## src/rtl/sram_loader_pkg.sv

```systemverilog
package sram_loader_pkg;
  typedef enum logic [1:0] {
    ST_IDLE,
    ST_SETUP,
    ST_STROBE,
    ST_HOLD
  } seqState_t;

  typedef struct packed {
    logic loadAddr;
    logic loadWrData;
    logic clearData;
    logic captureRd;
  } dpCtl_t;
endpackage

```

## src/rtl/sram_loader_ctrl.sv

```systemverilog
module sram_loader_ctrl
  import sram_loader_pkg::*;
#(
  parameter int STROBE_CYC = 5
) (
  input  logic   clk,
  input  logic   rstN,
  input  logic   progMode,
  input  logic   wrReq,
  input  logic   rdReq,
  output dpCtl_t dpCtl,
  output logic   progQ,
  output logic   weN,
  output logic   oeN,
  output logic   dataRelease,
  output logic   done,
  output logic   err
);
  localparam int CNT_W = $clog2(STROBE_CYC + 1);
  localparam logic [CNT_W-1:0] LAST_CNT = CNT_W'(STROBE_CYC - 1);

  seqState_t stateQ;
  logic [CNT_W-1:0] cntQ;
  logic isRdQ;
  logic anyReq;
  logic accept;

  assign anyReq = wrReq || rdReq;
  assign accept = (stateQ == ST_IDLE) && anyReq && progQ;

  always_ff @(posedge clk or negedge rstN) begin
    if (!rstN) begin
      stateQ <= ST_IDLE;
      cntQ   <= '0;
      isRdQ  <= 1'b0;
      progQ  <= 1'b0;
      done   <= 1'b0;
      err    <= 1'b0;
    end else begin
      done <= 1'b0;
      err  <= 1'b0;
      case (stateQ)
        ST_IDLE: begin
          if (accept) begin
            stateQ <= ST_SETUP;
            isRdQ  <= !wrReq;
          end else begin
            if (anyReq) begin
              done <= 1'b1;
              err  <= 1'b1;
            end
            progQ <= progMode;
          end
        end
        ST_SETUP: begin
          stateQ <= ST_STROBE;
          cntQ   <= '0;
        end
        ST_STROBE: begin
          if (cntQ == LAST_CNT) stateQ <= ST_HOLD;
          else cntQ <= cntQ + 1'b1;
        end
        ST_HOLD: begin
          stateQ <= ST_IDLE;
          done   <= 1'b1;
        end
        default: stateQ <= ST_IDLE;
      endcase
    end
  end

  always_comb begin
    dpCtl.loadAddr   = accept;
    dpCtl.loadWrData = accept && wrReq;
    dpCtl.clearData  = accept && !wrReq;
    dpCtl.captureRd  = (stateQ == ST_STROBE) && isRdQ && (cntQ == LAST_CNT);
  end

  assign weN         = !((stateQ == ST_STROBE) && !isRdQ);
  assign oeN         = !((stateQ == ST_STROBE) && isRdQ);
  assign dataRelease = isRdQ && (stateQ != ST_IDLE);
endmodule

```

## src/rtl/sram_loader_datapath.sv

```systemverilog
module sram_loader_datapath
  import sram_loader_pkg::*;
#(
  parameter int ADDR_W = 17,
  parameter int DATA_W = 8
) (
  input  logic              clk,
  input  logic              rstN,
  input  dpCtl_t            dpCtl,
  input  logic [ADDR_W-1:0] reqAddr,
  input  logic [DATA_W-1:0] reqData,
  input  logic [DATA_W-1:0] busIn,
  output logic [ADDR_W-1:0] addrOut,
  output logic [DATA_W-1:0] dataOut,
  output logic [DATA_W-1:0] rspData
);
  always_ff @(posedge clk or negedge rstN) begin
    if (!rstN) begin
      addrOut <= '0;
      dataOut <= '0;
      rspData <= '0;
    end else begin
      if (dpCtl.loadAddr) addrOut <= reqAddr;
      if (dpCtl.loadWrData) dataOut <= reqData;
      else if (dpCtl.clearData) dataOut <= '0;
      if (dpCtl.captureRd) rspData <= busIn;
    end
  end
endmodule

```

## src/rtl/sram_bus_loader.sv

```systemverilog
module sram_bus_loader
  import sram_loader_pkg::*;
#(
  parameter int ADDR_W     = 17,
  parameter int DATA_W     = 8,
  parameter int GROUP_W    = 8,
  parameter int STROBE_CYC = 5
) (
  input  logic                         clk,
  input  logic                         rstN,
  input  logic                         progMode,
  input  logic                         wrReq,
  input  logic                         rdReq,
  input  logic [ADDR_W-1:0]            reqAddr,
  input  logic [DATA_W-1:0]            reqData,
  output logic [DATA_W-1:0]            rspData,
  output logic                         done,
  output logic                         err,
  output logic [GROUP_W-1:0]           padAddrLo,
  output logic [GROUP_W-1:0]           padAddrHi,
  output logic [ADDR_W-2*GROUP_W-1:0]  padAddrTop,
  output logic                         padAddrOe,
  output logic [DATA_W-1:0]            padDataOut,
  output logic                         padDataOe,
  input  logic [DATA_W-1:0]            padDataIn,
  output logic                         padWeN,
  output logic                         padOeN,
  output logic                         padStrobeOe,
  output logic                         padSysRstN
);
  localparam int LOW_W = 2 * GROUP_W;

  dpCtl_t dpCtl;
  logic progQ;
  logic dataRelease;
  logic [ADDR_W-1:0] addrQ;

  sram_loader_ctrl #(.STROBE_CYC(STROBE_CYC)) u_ctrl (
    .clk(clk), .rstN(rstN), .progMode(progMode), .wrReq(wrReq), .rdReq(rdReq),
    .dpCtl(dpCtl), .progQ(progQ), .weN(padWeN), .oeN(padOeN),
    .dataRelease(dataRelease), .done(done), .err(err)
  );

  sram_loader_datapath #(.ADDR_W(ADDR_W), .DATA_W(DATA_W)) u_dp (
    .clk(clk), .rstN(rstN), .dpCtl(dpCtl), .reqAddr(reqAddr), .reqData(reqData),
    .busIn(padDataIn), .addrOut(addrQ), .dataOut(padDataOut), .rspData(rspData)
  );

  assign padAddrLo   = addrQ[GROUP_W-1:0];
  assign padAddrHi   = addrQ[LOW_W-1:GROUP_W];
  assign padAddrTop  = addrQ[ADDR_W-1:LOW_W];
  assign padAddrOe   = progQ;
  assign padStrobeOe = progQ;
  assign padDataOe   = progQ && !dataRelease;
  assign padSysRstN  = !progQ;
endmodule

```

## config.mk

```make
export PLATFORM = sky130hd
export DESIGN_NAME = sram_bus_loader
export DESIGN_NICKNAME = d
export VERILOG_FILES = /design/src/rtl/sram_loader_pkg.sv /design/src/rtl/sram_loader_ctrl.sv /design/src/rtl/sram_loader_datapath.sv /design/src/rtl/sram_bus_loader.sv
export SDC_FILE = /design/constraint.sdc
export NUM_CORES = 1
export LEC_CHECK = 0
export ABC_AREA = 1
export ABC_CLOCK_PERIOD_IN_PS = 1750
export BUFFER_PORTS_ARGS = -buffer_cell sky130_fd_sc_hd__buf_2
export CAP_MARGIN = 30
export CORE_AREA = 2 2 91 49
export CTS_CLUSTER_DIAMETER = 150
export DETAILED_ROUTE_END_ITERATION = 7
export DIE_AREA = 0 0 93 51
export GPL_TIMING_DRIVEN = 1
export PLACE_DENSITY = 0.77
export SYNTH_ARGS = -nofsm -noshare
export SYNTH_HDL_FRONTEND = slang
export SYNTH_SLANG_ARGS = --single-unit
```

## constraint.sdc

```tcl
create_clock -name clk -period 1.75 [get_ports clk]
set_input_delay 0.2625 -clock clk [delete_from_list [all_inputs] [get_ports clk]]
set_output_delay 0.2625 -clock clk [all_outputs]
set_load 0.02 [all_outputs]
```

==> impl_metrics.env <==
export IMPL_synth_edff_count=0
export IMPL_r2r_start="u_ctrl.stateQ[1]"
export IMPL_synth_cell_type_count=19
export IMPL_die_h_um=51
export IMPL_routabilityCongestion=0.775
export IMPL_yosys_area_top_type="dfrtp_1"
export IMPL_cts_made_buffers=5
export IMPL_relSlewSlack=0.656
export IMPL_crit_slowest_cell="dfrtp_1"
export IMPL_n_antenna_cell=0
export IMPL_ys_top_cells_by_count="nand2_1 (94), dfrtp_1 (42), inv_1 (12), o21ai_0 (12), nand3_1 (9)"
export IMPL_crit_path_end="padWeN"
export IMPL_ctsHtreeMaxLevel=2
export IMPL_status="complete, no violations"
export IMPL_num_rows=17
export IMPL_grt_overflow=0
export IMPL_finalHoldViolCount=0
export IMPL_end_kind="primary output"
export IMPL_start_util=0.445
export IMPL_slew_viol_final=0
export IMPL_dieWidth_um=93
export IMPL_period_needed_ns=1.72
export IMPL_antenna_found_initial=0
export IMPL_grt_pass1_wl_mm=6.60
export IMPL_hpwlAfterDp_mm=2.84
export IMPL_crit_path_start="u_ctrl.stateQ[0]"
export IMPL_clk_pin_slew_ns=0.08
export IMPL_ys_ff_latch=42
export IMPL_area_growth_pct=29.5
export IMPL_ys_warn_count=0
export IMPL_ff_latch_area_um2=1050
export IMPL_wl_mm=3.93
export IMPL_reg2reg_to="u_dp.addrOut[7]"
export IMPL_synth_area_um2=1820
export IMPL_avgSynthCellArea_um2=9.09
export IMPL_critPathMaxFanout=3
export IMPL_finalPower_uw=4400
export IMPL_routedWlPerCell_um=11.6
export IMPL_leakage_uw=0.00130
export IMPL_num_fill_cells=405
export IMPL_synth_fp_nets=244
export IMPL_grt_pass1_vias=1446
export IMPL_powerDensity_nw_per_um2=1870
export IMPL_vdd_ir_drop_max_mv=0.992
export IMPL_cts_sinks=42
export IMPL_cts_root_buf="clkbuf_8"
export IMPL_worst_path_stages=5
export IMPL_cts_tree="yes"
export IMPL_nets=326
export IMPL_crit_path_start_kind="flip-flop"
export IMPL_synth_ff_type="dfrtp_1"
export IMPL_drc=0
export IMPL_clock_latency_ns=0.29
export IMPL_multiInputGateArea_um2=673
export IMPL_setup_viol=0
export IMPL_hp_class="primary input to async pin"
export IMPL_drtAntennaViolNets=0
export IMPL_place_port_buffers=78
export IMPL_yosys_top_cells_area="dfrtp_1 (58%), nand2_1 (19%), ha_1 (4.1%)"
export IMPL_place_inst=331
export IMPL_syn_inst=200
export IMPL_fin_cells=340
export IMPL_rsz0062_at_grt="true"
export IMPL_async_flop_share=1.00
export IMPL_crit_chain="inv_2 -> ha_2 -> inv_1 -> or2_2 -> buf_2"
export IMPL_yosysSeqAreaShare=0.578
export IMPL_required_ns=1.49
export IMPL_track_usage=0.182
export IMPL_maxCapViolCount=0
export IMPL_drtIter0Drc=55
export IMPL_critical_path_class="flip-flop to primary output"
export IMPL_vias=1533
export IMPL_slowest_delay_ns=0.40
export IMPL_ios=79
export IMPL_period_share=0.981
export IMPL_layout_drive_gt1_share=0.367
export IMPL_r2r_cells=6
export IMPL_drtPass1Iterations=4
export IMPL_grt_max_degree=43
export IMPL_synth_top_area_share=0.578
export IMPL_max_freq_ghz=0.583
export IMPL_dieArea_um2=4740
export IMPL_clockBufferDepth=2
export IMPL_crit_family="flip-flops"
export IMPL_rrSetupSlack_ns=0.35
export IMPL_synthMostInstantiatedCell="nand2_1"
export IMPL_clock_skew_ns=0.00519
export IMPL_critPathBufInv=3
export IMPL_core_area_um2=4080
export IMPL_routed_via_density=4.51
export IMPL_tightest_slew_ns=0.516
export IMPL_arrival_ns=1.45
[logic make-up (layout without fill, tap and decap cells)]
kind of cell             after synthesis  after routing  share of synthesized area
XOR/XNOR                               1              1                    0.00482
flip-flops                            42             42                      0.578
AO/OA/AOI/OAI                         15             15                     0.0447
buffers and inverters                 19            102                     0.0544
AND/OR/NAND/NOR                      117            117                      0.277
adder cells (fa/ha/maj)                6              6                     0.0413
[cell usage in the layout, fill, tap and decap left out]
master and n:
o21ai_0 12, ha_2 2, inv_4 1, clkinv_2 1
nand2_1 94, nand3_2 3, clkbuf_8 6, nor2_1 4
nand3_4 1, nor2_4 1, clkinvlp_4 1, a21oi_1 2
nand2_2 4, buf_4 3, inv_2 1, or2_2 1
ha_1 4, dfrtp_1 42, nand3_1 9, xnor2_1 1
o21bai_2 1, inv_1 11, buf_2 78
[worst min-delay path by stage]
stage	end	slack [ns]	cells after the start	start
finish	u_dp.addrOut[6]	0.03	2	rstN
floorplan	u_ctrl.cntQ[0]	-0.03	0	rstN
detailed placement	u_dp.addrOut[9]	0.36	2	rstN
global route	u_dp.addrOut[9]	0.06	2	rstN
global placement	u_dp.addrOut[9]	0.36	2	rstN
CTS	u_dp.addrOut[9]	0.04	2	rstN
[what timing repair did]
action | in CTS | in global routing
hold buffers | 0 | 0
endpoints found under the hold margin | 0 | 0
setup buffers | 1 | 0
gates resized for setup | 2 | 1
setup endpoints to repair | 1 | 2
[worst reg2reg max path, stage by stage, from the launching register on]
cell and delay, ns:
dfrtp_1 0.44, inv_1 0.11, ha_2 0.23, nand3_4 0.13, buf_4 0.24, nand2_1 0.09
nand2_1 0.06
[final cells by class]
class | instances | share of cell area
sequential | 42 | 0.446
clock buffer | 6 | 0.0351
timing repair buffer | 81 | 0.175
tap | 57 | 0.0303
clock inverter | 2 | 0.00531
inverter | 13 | 0.0218
multi-input combinational | 139 | 0.286
[registers in the layout, indices dropped and copies added, names as in the netlist]
signal / count
u_dp.rspData: 8
u_ctrl.cntQ: 3
u_ctrl.done: 1
u_dp.addrOut: 17
u_ctrl.err: 1
u_ctrl.isRdQ: 1
u_ctrl.stateQ: 2
u_ctrl.progQ: 1
u_dp.dataOut: 8
[power breakdown]
part	switching [uW]	leakage, uW	internal (uW)	total [uW]
Clock	326	0.0000472	317	643
Combinational	1400	0.000747	706	2110
Sequential	238	0.000505	1410	1650
[layer usage]
metal | GRT usage | up-vias | routed length (um)
met3 | 0.0531 | 4 | 221
met1 | 0.267 | 701 | 2090
met4 | 0.0368 | 0 | 14
met5 | 0 | - | 0
li1 | - | 784 | -
met2 | 0.272 | 44 | 1610
[per-stage QoR]
step | instance area [um2] | worst slack, ns | setup TNS (ns) | utilization | hold WS [ns]
6_report | 2350 | 0.0340 | 0 | 0.577 | 0.0338
5_1_grt | 2350 | -0.0384 | -0.0616 | 0.577 | 0.0649
4_1_cts | 2350 | 0.0102 | 0 | 0.577 | 0.0442
3_5_place_dp | 2250 | 0.264 | 0 | 0.550 | 0.363
3_3_place_gp | 2250 | 0.301 | 0 | 0.550 | 0.360
2_1_floorplan | 1820 | 0.356 | 0 | - | -0.0331
No activity file was read; power rests on OpenSTA's default activity.
